===== src/rtl/aperture_remap.sv =====
module aperture_remap #(
  parameter int CACHE_N = 4,
  parameter int PAGE_W  = 12,
  parameter int CNT_W   = 12
) (
  input  logic        clk,
  input  logic        rst_n,
  input  logic        cfg_we,
  input  logic [7:0]  cfg_addr,
  input  logic [31:0] cfg_wdata,
  output logic [31:0] cfg_rdata,
  input  logic        xl_req,
  input  logic [31:0] xl_addr,
  output logic        xl_done,
  output logic [31:0] xl_paddr,
  output logic        xl_mapped,
  output logic        xl_fault,
  output logic        mem_req,
  output logic [31:0] mem_addr,
  input  logic        mem_rvalid,
  input  logic [31:0] mem_rdata
);
  localparam int PN_W  = 32 - PAGE_W;
  localparam int IDX_W = 28 - PAGE_W;
  localparam int PTR_W = (CACHE_N > 1) ? $clog2(CACHE_N) : 1;
  localparam logic [7:0] A_TBL = 8'h8C;
  localparam logic [7:0] A_APB = 8'h90;
  localparam logic [7:0] A_CTL = 8'h94;
  localparam logic [7:0] A_STS = 8'h98;
  localparam logic [7:0] A_FBK = 8'hA4;

  logic [PN_W-1:0]    tbl_page, fbk_page;
  logic [CNT_W-1:0]   tbl_cnt;
  logic [3:0]         ap_base;
  logic               ctl_inv, ctl_en, ctl_x2, err;
  logic               walking, stale;
  logic [27:0]        req_lo;
  logic [CACHE_N-1:0] c_vld;
  logic [IDX_W-1:0]   c_tag [CACHE_N];
  logic [PN_W-1:0]    c_pg  [CACHE_N];
  logic [PTR_W-1:0]   rr;
  logic               hit;
  logic [PN_W-1:0]    hit_pg;

  wire             ctl_wr = cfg_we && cfg_addr == A_CTL;
  wire             flush  = ctl_wr && (cfg_wdata[0] || !cfg_wdata[8]);
  wire [IDX_W-1:0] idx    = xl_addr[27:PAGE_W];
  wire             in_ap  = ctl_en && xl_addr[31:28] == ap_base;
  wire             oob    = 32'(idx) >= 32'(tbl_cnt);
  wire [31:0]      ent    = {mem_rdata[7:0], mem_rdata[15:8], mem_rdata[23:16], mem_rdata[31:24]};
  wire             resp   = walking && mem_rvalid;
  wire             fill   = resp && ent[0] && !stale && !flush;
  wire             take   = xl_req && !walking;
  wire             early_flt = take && in_ap && !hit && oob;
  wire             idle   = !walking && !xl_req;

  logic unused_ok;
  assign unused_ok = ^{cfg_wdata, ent};

  assign mem_req = walking;

  always_comb begin
    hit = 1'b0;
    hit_pg = '0;
    for (int i = 0; i < CACHE_N; i++)
      if (c_vld[i] && c_tag[i] == idx) begin
        hit = 1'b1;
        hit_pg = c_pg[i];
      end
  end

  always_comb begin
    case (cfg_addr)
      A_TBL:   cfg_rdata = {tbl_page, {PAGE_W{1'b0}}} | 32'(tbl_cnt);
      A_APB:   cfg_rdata = {ap_base, 28'h0};
      A_CTL:   cfg_rdata = {15'h0, ctl_x2, 7'h0, ctl_en, 7'h0, ctl_inv};
      A_STS:   cfg_rdata = {30'h0, err, idle};
      A_FBK:   cfg_rdata = {fbk_page, {PAGE_W{1'b0}}};
      default: cfg_rdata = '0;
    endcase
  end

  always_ff @(posedge clk or negedge rst_n) begin
    if (!rst_n) begin
      tbl_page <= '0;
      tbl_cnt  <= '0;
      ap_base  <= '0;
      fbk_page <= '0;
      ctl_inv  <= 1'b0;
      ctl_en   <= 1'b0;
      ctl_x2   <= 1'b0;
      err      <= 1'b0;
    end else begin
      if (cfg_we && cfg_addr == A_TBL) begin
        tbl_page <= cfg_wdata[31:PAGE_W];
        tbl_cnt  <= cfg_wdata[CNT_W-1:0];
      end
      if (cfg_we && cfg_addr == A_APB) ap_base <= cfg_wdata[31:28];
      if (cfg_we && cfg_addr == A_FBK) fbk_page <= cfg_wdata[31:PAGE_W];
      if (ctl_wr) begin
        ctl_inv <= cfg_wdata[0];
        ctl_en  <= cfg_wdata[8];
        ctl_x2  <= cfg_wdata[16];
      end
      if (cfg_we && cfg_addr == A_STS && cfg_wdata[1]) err <= 1'b0;
      if (early_flt || (resp && !ent[0])) err <= 1'b1;
    end
  end

  always_ff @(posedge clk or negedge rst_n) begin
    if (!rst_n) begin
      walking   <= 1'b0;
      stale     <= 1'b0;
      req_lo    <= '0;
      mem_addr  <= '0;
      xl_done   <= 1'b0;
      xl_paddr  <= '0;
      xl_mapped <= 1'b0;
      xl_fault  <= 1'b0;
    end else begin
      xl_done  <= 1'b0;
      xl_fault <= 1'b0;
      if (walking) begin
        if (flush) stale <= 1'b1;
        if (mem_rvalid) begin
          walking   <= 1'b0;
          xl_done   <= 1'b1;
          xl_mapped <= 1'b1;
          xl_fault  <= !ent[0];
          xl_paddr  <= ent[0] ? {ent[31:PAGE_W], req_lo[PAGE_W-1:0]}
                              : {fbk_page, req_lo[PAGE_W-1:0]};
        end
      end else if (xl_req) begin
        if (!in_ap) begin
          xl_done   <= 1'b1;
          xl_mapped <= 1'b0;
          xl_paddr  <= xl_addr;
        end else if (hit) begin
          xl_done   <= 1'b1;
          xl_mapped <= 1'b1;
          xl_paddr  <= {hit_pg, xl_addr[PAGE_W-1:0]};
        end else if (oob) begin
          xl_done   <= 1'b1;
          xl_mapped <= 1'b1;
          xl_fault  <= 1'b1;
          xl_paddr  <= {fbk_page, xl_addr[PAGE_W-1:0]};
        end else begin
          walking  <= 1'b1;
          stale    <= flush;
          req_lo   <= xl_addr[27:0];
          mem_addr <= {tbl_page, {PAGE_W{1'b0}}} + 32'({idx, 2'b00});
        end
      end
    end
  end

  always_ff @(posedge clk or negedge rst_n) begin
    if (!rst_n) begin
      c_vld <= '0;
      rr    <= '0;
    end else if (flush) begin
      c_vld <= '0;
    end else if (fill) begin
      c_vld[rr] <= 1'b1;
      rr <= (rr == PTR_W'(CACHE_N - 1)) ? '0 : rr + PTR_W'(1);
    end
  end

  always_ff @(posedge clk) begin
    if (fill) begin
      c_tag[rr] <= req_lo[27:PAGE_W];
      c_pg[rr]  <= ent[31:PAGE_W];
    end
  end
endmodule


===== config.mk =====
export PLATFORM = sky130hd
export DESIGN_NAME = aperture_remap
export DESIGN_NICKNAME = d
export VERILOG_FILES = /design/src/rtl/aperture_remap.sv
export SDC_FILE = /design/constraint.sdc
export NUM_CORES = 1
export LEC_CHECK = 0
export BUFFER_PORTS_ARGS = -buffer_cell sky130_fd_sc_hd__buf_4
export CORE_MARGIN = 10
export CORE_UTILIZATION = 50
export CTS_CLUSTER_DIAMETER = 120
export CTS_CLUSTER_SIZE = 12
export DETAILED_ROUTE_END_ITERATION = 16
export PLACE_DENSITY = 0.67
export SLEW_MARGIN = 5
export SYNTH_ARGS = -nofsm -noshare
export SYNTH_HDL_FRONTEND = slang
export SYNTH_SLANG_ARGS = --single-unit

===== constraint.sdc =====
create_clock -name clk -period 3.9 [get_ports clk]
set_clock_uncertainty 0.1 [all_clocks]
set_input_delay 0.78 -clock clk [delete_from_list [all_inputs] [get_ports clk]]
set_output_delay 0.78 -clock clk [all_outputs]
set_load 0.01 [all_outputs]

==> key figures, run 1 <==
Timing
  • TNS Setup: 0 ns
  • Relative slew slack: 0.447
  • Slew Viols, Final: 0
  • # setup viols final: 0
  • Period utilization: 0.875
  • Tmin final: 3.41 ns
  • Final Hold Viols: 0
  • Unrepaired setup endpoints after global routing: no
  • Minimum hold slack: 0.163 ns
  • Minimum setup slack in the final design: 0.488 ns
  • Worst slew pin tran: 0.829 ns
  • Highest Clock Rate: 293 MHz

Yosys
  • Mapped cell area: 13900 um2
  • Asr flop ratio synth: 0.512
  • Ys Warns: 0
  • Sequential fraction of the synthesis area: 0.585
  • Average size of a mapped cell: 12.8 um2
  • Main flop type after synthesis: dfrtp_1
  • Synth Register Bits: 295
  • Synth cell types: 56
  • Post-synth EDFFs: 144
  • Post-Syn Instances: 1080

Power and ir drop
  • Worst ir drop on vdd: 288 uV
  • Tot Pwr: 6.36 mW
  • LEAKAGE: 6.93 nW
  • P per Cell Area: 386 nW/um2

Global routing
  • Initial antenna violation count: 2
  • Tot GR Track Use: 0.216
  • GRT overflow: 0
  • Largest net degree at the start of global routing: 79
  • First-pass GRT wire length: 59.7 mm
  • Vias in the first global route: 9963

Hold path
  • Hold Path Class: input pin to asynchronous set/reset pin

Die
  • Io pins: 209
  • FP Rows: 60
  • Chip Height: 186 um
  • Die area: 34800 um2
  • Die width: 186 um
  • Total core area: 27100 um2
  • Initial Util: 0.511

CTS
  • Cts bufs inserted: 28
  • CTS root buf: clkbuf_16
  • Clk sinks: 295
  • Post-CTS setup buffer count: 0
  • # resized after CTS: 0
  • CTS max path bufs: 3
  • Clk_lat worst skew: 0.55 ns
  • Clock slew at reported path FFs: 0.06 ns
  • CTS tree: yes
  • Htree depth: 1
  • Post-CTS Hold Buffers: 0

Placement
  • I/O Buffers: 195
  • Post-DP HPWL: 26.7 mm
  • Inst Count DP: 1604
  • DP Area: 15700 um2
  • Final Wtd Congestion: 0.841
  • Setup WS pre-CTS: 0.395 ns

Finish
  • Ant diodes: 0
  • Final design utilization: 0.608
  • Final net count: 1394
  • Final Cell Area: 16500 um2
  • Non-Filler Instances: 1653
  • P&R area growth vs syn: 19.0%
  • Layout cells sized above 1: 0.287
  • Number of fill cells: 2201

Setup path
  • CP arrival: 2.53 ns
  • Crit path required time: 3.02 ns
  • Worst setup EP type: output pin
  • Max FO, Critical Path: 21
  • CP Class: input pin to output pin
  • Startpoint Class: input pin

Route
  • DRT met1 WL: 17.2 mm
  • Post-Route WL: 38.3 mm
  • Residual DRC: 0
  • Top Layer Used: met5
  • Remaining antenna violation count after routing: 0
  • First drt pass iteration count: 7
  • Vias: 9485
  • Vias per inst: 5.74
  • Per-cell routed wire length: 23.2 um
  • Wire length on met3: 2.82 mm
  • Number of DRC markers in iteration 0: 932
  • Detailed route wirelength on metal2: 17.4 mm

Status
  • Status: completed

Run
  • Max cap viols: 0
-- synthesized netlist by cell type, drive strengths merged (2+ instances only) --
cell type | n | area (um2)
or2 | 3 | 18.8
ha | 22 | 275
nand2 | 107 | 402
nor4b | 9 | 97.6
a222oi | 6 | 60.1
o21ai | 37 | 185
mux2 | 115 | 1290
buf | 52 | 314
dfrtp | 151 | 3780
a22o | 16 | 140
nand3 | 8 | 40.0
nand2b | 6 | 37.5
a221o | 2 | 20.0
edfxtp | 144 | 4320
nor2b | 3 | 18.8
nor3 | 7 | 35.0
a41oi | 20 | 325
xnor2 | 53 | 464
mux2i | 32 | 320
xor2 | 33 | 289
clkbuf | 26 | 101
nor4 | 16 | 100
o22ai | 20 | 125
and3 | 8 | 50.1
nand4 | 13 | 81.3
inv | 25 | 93.8
a31oi | 2 | 12.5
a21oi | 42 | 210
o31ai | 2 | 15.0
nor2 | 44 | 165
a211o | 20 | 175
nand3b | 2 | 15.0
and2 | 9 | 56.3
a21o | 7 | 52.6
nand4b | 4 | 35.0
-- path summary, 6_finish.rpt --
check                             start            end  slack, ns  cells past startpoint
setup reg to reg            c_tag[3][6]     req_lo[11]       0.96                      8
hold / removal                    rst_n   xl_paddr[20]       0.16                      1
hold reg to reg            mem_addr[26]   mem_addr[26]       0.39                      1
setup / recovery            cfg_addr[1]  cfg_rdata[16]       0.49                      8
max in group asynchronous         rst_n        mem_req       2.57                      2
min in group clk           mem_rdata[4]    c_pg[1][16]       0.33                      1
-- worst max-delay path: stages --
cell	delay, ns
buf_4	0.11
nor4b_1	0.42
nand2_1	0.23
nor4b_2	0.28
buf_4	0.31
a222oi_1	0.16
inv_1	0.10
buf_4	0.12
-- registers in the layout, indices dropped and copies added (netlist names) --
register	count
c_vld	4
xl_done	1
mem_req	1
mem_addr	20
ctl_x2	1
tbl_cnt	12
xl_paddr	32
stale	1
ctl_inv	1
ctl_en	1
req_lo	28
ap_base	4
xl_mapped	1
c_pg	80
fbk_page	20
rr	2
xl_fault	1
err	1
c_tag	64
tbl_page	20
-- per-layer routing --
layer  up-vias  global-route usage
li1       4311                   -
met1      4768               0.295
met2       347               0.338
met3        55              0.0499
met4         4              0.0558
met5         -                   0
-- area by class of cell --
class / count / area [um2] / area share
Sequential cell: 295 / 8100 / 0.491
Multi-Input combinational cell: 683 / 5280 / 0.320
Timing Repair Buffer: 229 / 1750 / 0.106
Clock buffer: 47 / 772 / 0.0468
Tap cell: 372 / 465 / 0.0282
Inverter: 25 / 93.8 / 0.00569
Clock inverter: 2 / 23.8 / 0.00144
-- placed cells by master, fill, tap and decap left out, types with 19 or more instances in the layout --
cell type	netlist	routed
o22ai_1	20	20
a41oi_2	20	20
inv_1	25	25
nand2_1	107	107
edfxtp_1	144	144
mux2i_1	32	32
nor2_1	44	44
buf_4	17	226
clkbuf_1	25	19
mux2_1	36	36
a21oi_1	42	42
clkbuf_16	0	28
a211o_1	20	20
ha_1	22	22
o21ai_0	33	33
mux2_2	79	79
xnor2_1	53	53
xor2_1	33	33
dfrtp_1	151	150
-- kinds of logic after synthesis --
family          Yosys count  synth area share
buf+inv                 103            0.0367
xor+xnor                 86            0.0544
compound gates          179            0.0983
flops                   295             0.585
mux                     147             0.117
fa+ha+maj                23            0.0213
simple gates            246            0.0877
other cells               1          0.000271
-- power breakdown --
group	switching, mW	total [mW]	internal (mW)
logic	0.269	0.504	0.235
clock network	1.14	2.48	1.34
registers	0.0596	3.38	3.32
total	1.47	6.36	4.89
Note: power is estimated with default switching activity, not from simulation.
==> inputs of run 2 (changes only) <==
--- a/config.mk
+++ b/config.mk
@@ -5,6 +5,7 @@
 export SDC_FILE = /design/constraint.sdc
 export NUM_CORES = 1
 export LEC_CHECK = 0
+export ABC_AREA = 1
 export BUFFER_PORTS_ARGS = -buffer_cell sky130_fd_sc_hd__buf_4
 export CORE_MARGIN = 10
 export CORE_UTILIZATION = 50
==> constraint.sdc (replaced) <==
create_clock -name clk -period 3.2 [get_ports clk]
set_clock_uncertainty 0.1 [all_clocks]
set_input_delay 0.64 -clock clk [delete_from_list [all_inputs] [get_ports clk]]
set_output_delay 0.64 -clock clk [all_outputs]
set_load 0.01 [all_outputs]
==> key figures, run 2 <==
Status
  • Status: completed (unchanged)

CTS
  • Cts bufs inserted: 28 (unchanged)
  • CTS root buf: clkbuf_16 (unchanged)
  • Clk sinks: 295 (unchanged)
  • Htree depth: 1 (unchanged)
  • CTS max path bufs: 3 (unchanged)
  • CTS tree: yes (unchanged)
  • Clock slew at reported path FFs: 0.06 ns (about the same)
  • Clk_lat worst skew: 0.57 ns (was 0.55 ns)

Route
  • Per-cell routed wire length: 20.7 um (was 23.2 um)
  • Residual DRC: 0 (unchanged)
  • First drt pass iteration count: 5 (was 7)
  • Vias per inst: 5.46 (was 5.74)
  • Number of DRC markers in iteration 0: 1077 (was 932)
  • Vias: 12900 (was 9485)
  • Remaining antenna violation count after routing: 0 (unchanged)
  • Post-Route WL: 48.9 mm (was 38.3 mm)

Setup path
  • Worst setup EP type: output pin (unchanged)
  • Crit path top cell by count: buf_4 (unchanged)
  • Crit path required time: 2.46 ns (was 3.02 ns)
  • Worst path max stage delay: 0.51 ns (was 0.42 ns)
  • Startpoint Class: input pin (unchanged)
  • CP cell instances: buf_4 > nor2_1 > inv_1 > nor3_1 > nand2_1 > o21ai_0 > buf_4 (was buf_4 > nor4b_1 > nand2_1 > nor4b_2 > buf_4 > a222oi_1 > inv_1 > buf_4)
  • CP arrival: 2.33 ns (was 2.53 ns)
  • CP Buf/Inv Count: 3 (was 4)
  • CP top delay family: simple AND/OR/NAND/NOR gates (unchanged)
  • CP Class: input pin to output pin (unchanged)
  • Critical path's slowest cell: o21ai_0 (was nor4b_1)
  • Max FO, Critical Path: 9 (was 21)

Placement
  • Post-DP HPWL: 37.1 mm (was 26.7 mm)
  • I/O Buffers: 195 (unchanged)
  • Inst Count DP: 2312 (was 1604)
  • DP Area: 16800 um2 (was 15700 um2)
  • Final Wtd Congestion: 0.937 (was 0.841)

Yosys
  • Most frequent cells after synthesis: nand2_1, inv_1, nor2_1, dfrtp_1, edfxtp_1 (was dfrtp_1, edfxtp_1, nand2_1, mux2_2, xnor2_1)
  • Post-synth EDFFs: 144 (unchanged)
  • Asr flop ratio synth: 0.512 (unchanged)
  • Post-synth top area share: 0.289 (was 0.312)
  • Most frequent cell after synthesis: nand2_1 (was dfrtp_1)
  • Main flop type after synthesis: dfrtp_1 (unchanged)
  • Synth cell types: 45 (was 56)
  • Synth area leader: edfxtp_1 (unchanged)
  • Mapped cell area: 14900 um2 (was 13900 um2)
  • Ys Warns: 0 (unchanged)
  • Sequential fraction of the synthesis area: 0.542 (was 0.585)
  • Area contributors post-synth: edfxtp_1, dfrtp_1, nand2_1 (was edfxtp_1, dfrtp_1, mux2_2)
  • Synth Register Bits: 295 (unchanged)
  • Post-Syn Instances: 1771 (was 1080)
  • Average size of a mapped cell: 8.44 um2 (was 12.8 um2)

Global routing
  • First-pass GRT wire length: 74.2 mm (was 59.7 mm)
  • GRT overflow: 0 (unchanged)
  • Tot GR Track Use: 0.260 (was 0.216)
  • Largest net degree at the start of global routing: 63 (was 79)
  • Initial antenna violation count: 0 (was 2)
  • Vias in the first global route: 12600 (was 9963)

Run
  • Max cap viols: 0 (unchanged)

Finish
  • Most frequent cells in the layout: nand2_1, buf_4, inv_1 (was buf_4, dfrtp_1, edfxtp_1)
  • Ant diodes: 0 (unchanged)
  • Layout cells sized above 1: 0.157 (was 0.287)
  • Non-Filler Instances: 2361 (was 1653)
  • Top Registers: c_pg (80), c_tag (64), xl_paddr (32) (unchanged)
  • Largest Register: c_pg (unchanged)
  • Most common cell after layout, fill and taps aside: nand2_1 (was buf_4)
  • Number of fill cells: 2676 (was 2201)
  • P&R area growth vs syn: 17.9% (was 19.0%)
  • Final net count: 2085 (was 1394)
  • Final Cell Area: 17600 um2 (was 16500 um2)
  • Largest register FFs: 80 (unchanged)

Die
  • Initial Util: 0.506 (was 0.511)
  • Die area: 37200 um2 (was 34800 um2)
  • Total core area: 29600 um2 (was 27100 um2)
  • Chip Height: 193 um (was 186 um)
  • Io pins: 209 (unchanged)
  • Die width: 193 um (was 186 um)
  • FP Rows: 63 (was 60)

Timing
  • Relative slew slack: 0.205 (was 0.447)
  • Period utilization: 0.961
  • Tmin final: 3.07 ns
  • Unrepaired setup endpoints after global routing: no (unchanged)
  • Minimum hold slack: 0.196 ns (was 0.163 ns)
  • Slew Viols, Final: 0 (unchanged)
  • TNS Setup: 0 ns (unchanged)
  • # setup viols final: 0 (unchanged)
  • Final Hold Viols: 0 (unchanged)
  • Highest Clock Rate: 325 MHz
  • Worst slew pin tran: 1.19 ns (was 0.829 ns)

Power and ir drop
  • P per Cell Area: 449 nW/um2 (was 386 nW/um2)
  • LEAKAGE: 8.38 nW (was 6.93 nW)
  • Worst ir drop on vdd: 389 uV (was 288 uV)

Hold path
  • Hold Path Class: input pin to flop (was input pin to asynchronous set/reset pin)
[run 2: cell count changes in the layout (fill, tap and decap cells not counted), sizes merged, moves of 32 or more]
cell / previous run / this run
inv: 25 / 217
mux2: 115 / 1
mux2i: 32 / 0
nand2: 107 / 508
nand3: 8 / 74
nand4: 13 / 60
nor2: 44 / 175
o21ai: 37 / 168
xnor2: 53 / 8
[run 2: cell type report]
| type | instances | area [um2] | area share |
|---|---|---|---|
| clock buffer | 46 | 768 | 0.0436 |
| clock inverter | 2 | 22.5 | 0.00128 |
| inverter | 218 | 818 | 0.0464 |
| multi-input combinational | 1174 | 5620 | 0.319 |
| sequential | 295 | 8100 | 0.460 |
| tap | 390 | 488 | 0.0277 |
| timing repair buffer | 236 | 1800 | 0.102 |
[run 2: worst register-to-register path, delay by kind of cell, from the launching register on]
family | cells | cell delay, ns
compound gates | 1 | 0.11
flops | 1 | 0.38
buf+inv | 2 | 0.19
fa+ha+maj | 1 | 0.27
simple gates | 11 | 1.43
[run 2: stage by stage]
| stage | power, mW | utilization | setup slack, ns |
|---|---|---|---|
| 2_1_floorplan | 4.51 | - | -0.270 |
| 3_3_place_gp | 4.91 | 0.569 | 0.214 |
| 3_5_place_dp | 4.92 | 0.569 | 0.166 |
| 4_1_cts | 7.96 | 0.596 | 0.177 |
| 5_1_grt | 8.20 | 0.596 | 0.0432 |
| 6_report | 7.91 | 0.596 | 0.126 |
[run 2: final timing paths]
kind	slack, ns	startpoint	cells after the start	end
min	0.20	mem_rdata[11]	1	c_pg[1][7]
max in group asynchronous	1.65	rst_n	3	tbl_page[4]
max	0.13	cfg_addr[1]	7	cfg_rdata[22]
min reg2reg	0.38	mem_addr[27]	2	mem_addr[27]
max reg2reg	0.63	tbl_cnt[1]	15	xl_paddr[12]
min in group asynchronous	0.53	rst_n	2	req_lo[1]
[run 2: timing repair]
item / 4_1_cts / 5_1_grt
endpoints found under the setup margin: 0 / 4
hold buffers: 1 / 0
setup buffers: 0 / 0
resized for setup: 0 / 2
endpoints found under the hold margin: 26 / 0
[run 2: power breakdown]
group          total (mW)  leakage, nW  internal (mW)  switching, mW
clock                3.06        0.378           1.63           1.43
sequential           4.12         3.35           4.05         0.0681
combinational       0.735         4.64          0.268          0.467
total                7.91         8.38           5.95           1.97
[run 2: cells by family after synthesis]
kind of cell,after synthesis,synth area share
AO/OA/AOI/OAI,246,0.0876
flip-flops,295,0.542
adder cells (fa/ha/maj),23,0.0198
other,1,0.000251
XOR/XNOR,35,0.0205
buffers and inverters,303,0.0848
AND/OR/NAND/NOR,867,0.244
multiplexers,1,0.000753
[run 2: routing by layer]
metal / vias to the layer above / track usage / wire [um]
met2: 531 / 0.415 / 22700
met5: - / 0 / 0
li1: 6113 / - / -
met4: 0 / 0.0902 / 1660
met3: 97 / 0.0434 / 3800
met1: 6145 / 0.353 / 20800
==> inputs of run 3 (changes only) <==
--- a/config.mk
+++ b/config.mk
@@ -12,7 +12,7 @@
 export CTS_CLUSTER_DIAMETER = 120
 export CTS_CLUSTER_SIZE = 12
 export DETAILED_ROUTE_END_ITERATION = 16
-export PLACE_DENSITY = 0.67
+export PLACE_DENSITY = 0.71
 export SLEW_MARGIN = 5
 export SYNTH_ARGS = -nofsm -noshare
 export SYNTH_HDL_FRONTEND = slang
==> key figures, run 3 (synthesized netlist as in run 2, its figures left out) <==
Die
  • Initial Util: 0.506 (unchanged)
  • Die width: 193 um (unchanged)
  • FP Rows: 63 (unchanged)
  • Chip Height: 193 um (unchanged)
  • Die area: 37200 um2 (unchanged)
  • Io pins: 209 (unchanged)
  • Total core area: 29600 um2 (unchanged)

Timing
  • Period utilization: 0.975 (was 0.961)
  • Slew Viols, Final: 0 (unchanged)
  • Tmin final: 3.12 ns (was 3.07 ns)
  • # setup viols final: 0 (unchanged)
  • Final Hold Viols: 0 (unchanged)
  • Highest Clock Rate: 321 MHz (was 325 MHz)
  • Worst slew pin tran: 1.19 ns (about the same)
  • Relative slew slack: 0.208 (was 0.205)
  • Minimum hold slack: 0.203 ns (was 0.196 ns)

Setup path
  • Crit path required time: 2.46 ns (about the same)
  • Max FO, Critical Path: 7 (was 9)
  • Worst path max stage delay: 0.33 ns (was 0.51 ns)
  • CP arrival: 2.38 ns (was 2.33 ns)
  • CP Class: input pin to output pin (unchanged)
  • Reg2reg setup slack: 0.64 ns (was 0.63 ns)
  • Worst setup EP type: output pin (unchanged)
  • Critical path's slowest cell: o22ai_1 (was o21ai_0)
  • Worst reg2reg path startpoint: tbl_page[5] (was tbl_cnt[1])
  • Worst R2R End: mem_addr[26] (was xl_paddr[12])
  • CP cell instances: buf_4 > nor2_1 > inv_1 > nor3_2 > nand2_1 > nor3_2 > buf_6 > clkinvlp_4 > o22ai_1 > buf_4 (was buf_4 > nor2_1 > inv_1 > nor3_1 > nand2_1 > o21ai_0 > buf_4)
  • Startpoint Class: input pin (unchanged)
  • Worst R2R Path Depth: 11 (was 15)

Finish
  • Most frequent cells in the layout: nand2_1, buf_4, inv_1 (unchanged)
  • Ant diodes: 0 (unchanged)
  • P&R area growth vs syn: 18.6% (was 17.9%)
  • Top Registers: c_pg (80), c_tag (64), xl_paddr (32) (unchanged)
  • Final net count: 2091 (was 2085)
  • Most common cell after layout, fill and taps aside: nand2_1 (unchanged)
  • Largest register FFs: 80 (unchanged)
  • Largest Register: c_pg (unchanged)
  • Layout cells sized above 1: 0.161 (was 0.157)

Hold path
  • Hold Path Stages: 1 (unchanged)
  • Hold Path Class: input pin to flop (unchanged)
  • WHS Endpoint: c_pg[3][7] (was c_pg[1][7])
  • Hold_sp: mem_rdata[11] (unchanged)

Route
  • Per-cell routed wire length: 20.3 um (was 20.7 um)
  • Post-Route WL: 48.0 mm (was 48.9 mm)
  • Residual DRC: 0 (unchanged)
  • Vias per inst: 5.45 (was 5.46)
  • First drt pass iteration count: 7 (was 5)
  • Number of DRC markers in iteration 0: 1498 (was 1077)
  • Remaining antenna violation count after routing: 0 (unchanged)
  • Vias: 12900 (about the same)

Power and ir drop
  • Power Internal: 5.99 mW (was 5.95 mW)
  • Comb pwr share: 0.092 (was 0.093)
  • Clock network fraction of design power: 0.389 (was 0.387)
  • Worst ir drop on vdd: 340 uV (was 389 uV)
  • Switching pwr: 1.95 mW (was 1.97 mW)
  • Sw Ratio: 0.246 (was 0.249)
  • Sequential share of power: 0.518 (was 0.520)
  • Tot Pwr: 7.94 mW (was 7.91 mW)
  • P per Cell Area: 448 nW/um2 (was 449 nW/um2)
  • LEAKAGE: 8.42 nW (was 8.38 nW)

CTS
  • Htree depth: 1 (unchanged)
  • CTS root buf: clkbuf_16 (unchanged)
  • CTS max path bufs: 3 (unchanged)
  • Clk_lat worst skew: 0.56 ns (was 0.57 ns)
  • CTS tree: yes (unchanged)
  • Cts bufs inserted: 28 (unchanged)
  • Clock slew at reported path FFs: 0.06 ns (about the same)
  • Clk sinks: 295 (unchanged)

Placement
  • I/O Buffers: 195 (unchanged)
  • Post-DP HPWL: 36.1 mm (was 37.1 mm)
  • Final Wtd Congestion: 0.957 (was 0.937)

Global routing
  • Largest net degree at the start of global routing: 67 (was 63)
  • Tot GR Track Use: 0.254 (was 0.260)
  • GRT overflow: 0 (unchanged)
  • Initial antenna violation count: 0 (unchanged)
  • Vias in the first global route: 12600 (about the same)
  • First-pass GRT wire length: 72.9 mm (was 74.2 mm)

Run
  • Max cap viols: 0 (unchanged)

Status
  • Status: completed (unchanged)
[run 3: cell types whose count changed in the layout (fill, tap and decap cells not counted), moves of 2 or more]
cell / change
buf_12: +2
nor3_1: -2
nor3_2: +2
clkinvlp_4: +3
[run 3: metrics by stage]
stage               worst slack (ns)  instances   util  area (um2)  setup TNS, ns
floorplan                     -0.270       1772      -       15000         -38.85
global placement              0.0427       2310  0.570       16800              0
detailed placement            0.0167       2310  0.570       16800              0
CTS                          0.00241       2359  0.597       17600              0
global route                 -0.0237       2367  0.600       17700        -0.0798
finish                        0.0808       2367  0.600       17700              0
[run 3: critical path: cells and delay by family]
kind,cells,cell delay [ns]
buffers and inverters,5,0.78
AND/OR/NAND/NOR,4,0.64
AO/OA/AOI/OAI,1,0.33
[run 3: worst max path at each step]
stage | startpoint | end | slack, ns | depth (start not counted)
5_1_grt | cfg_addr[1] | cfg_rdata[10] | -0.02 | 11
4_1_cts | cfg_addr[1] | cfg_rdata[26] | 0.002 | 10
3_3_place_gp | cfg_addr[1] | cfg_rdata[26] | 0.04 | 10
3_5_place_dp | cfg_addr[1] | cfg_rdata[26] | 0.02 | 10
6_report | cfg_addr[1] | cfg_rdata[23] | 0.08 | 10
2_1_floorplan | cfg_addr[1] | c_pg[0][0] | -0.27 | 8
[run 3: layout make-up]
type / count / area [um2]
Clock buffer: 47 / 793
Timing Repair Buffer: 241 / 1870
Multi-Input combinational cell: 1174 / 5640
Sequential cell: 295 / 8100
Fill cell: 2608 / 11800
Tap cell: 390 / 488
Clock inverter: 1 / 7.51
Inverter: 218 / 822
Timing Repair inverter: 1 / 7.51
[run 3: power by group through the flow]
| stage | sequential (mW) | combinational [mW] | clock [mW] |
|---|---|---|---|
| 6_report | 4.12 | 0.732 | 3.09 |
| 5_1_grt | 4.12 | 0.810 | 3.30 |
| 4_1_cts | 4.11 | 0.730 | 3.12 |
| 3_5_place_dp | 4.19 | 0.725 | 0 |
| 3_3_place_gp | 4.19 | 0.716 | 0 |
| 2_1_floorplan | 4.19 | 0.323 | 0 |
[run 3: metal layers]
metal,GRT usage,wire (um),vias up
li1,-,-,6127
met1,0.344,20000,6140
met2,0.414,22700,551
met3,0.0394,3850,89
met4,0.0746,1370,0
met5,0,0,-
[run 3: timing repair]
| item | CTS | global route |
|---|---|---|
| buffers inserted | 0 | 6 |
| setup endpoints to repair | 0 | 22 |
| hold buffers | 1 | 0 |
| resized for setup | 0 | 6 |
| endpoints found under the hold margin | 1 | 0 |
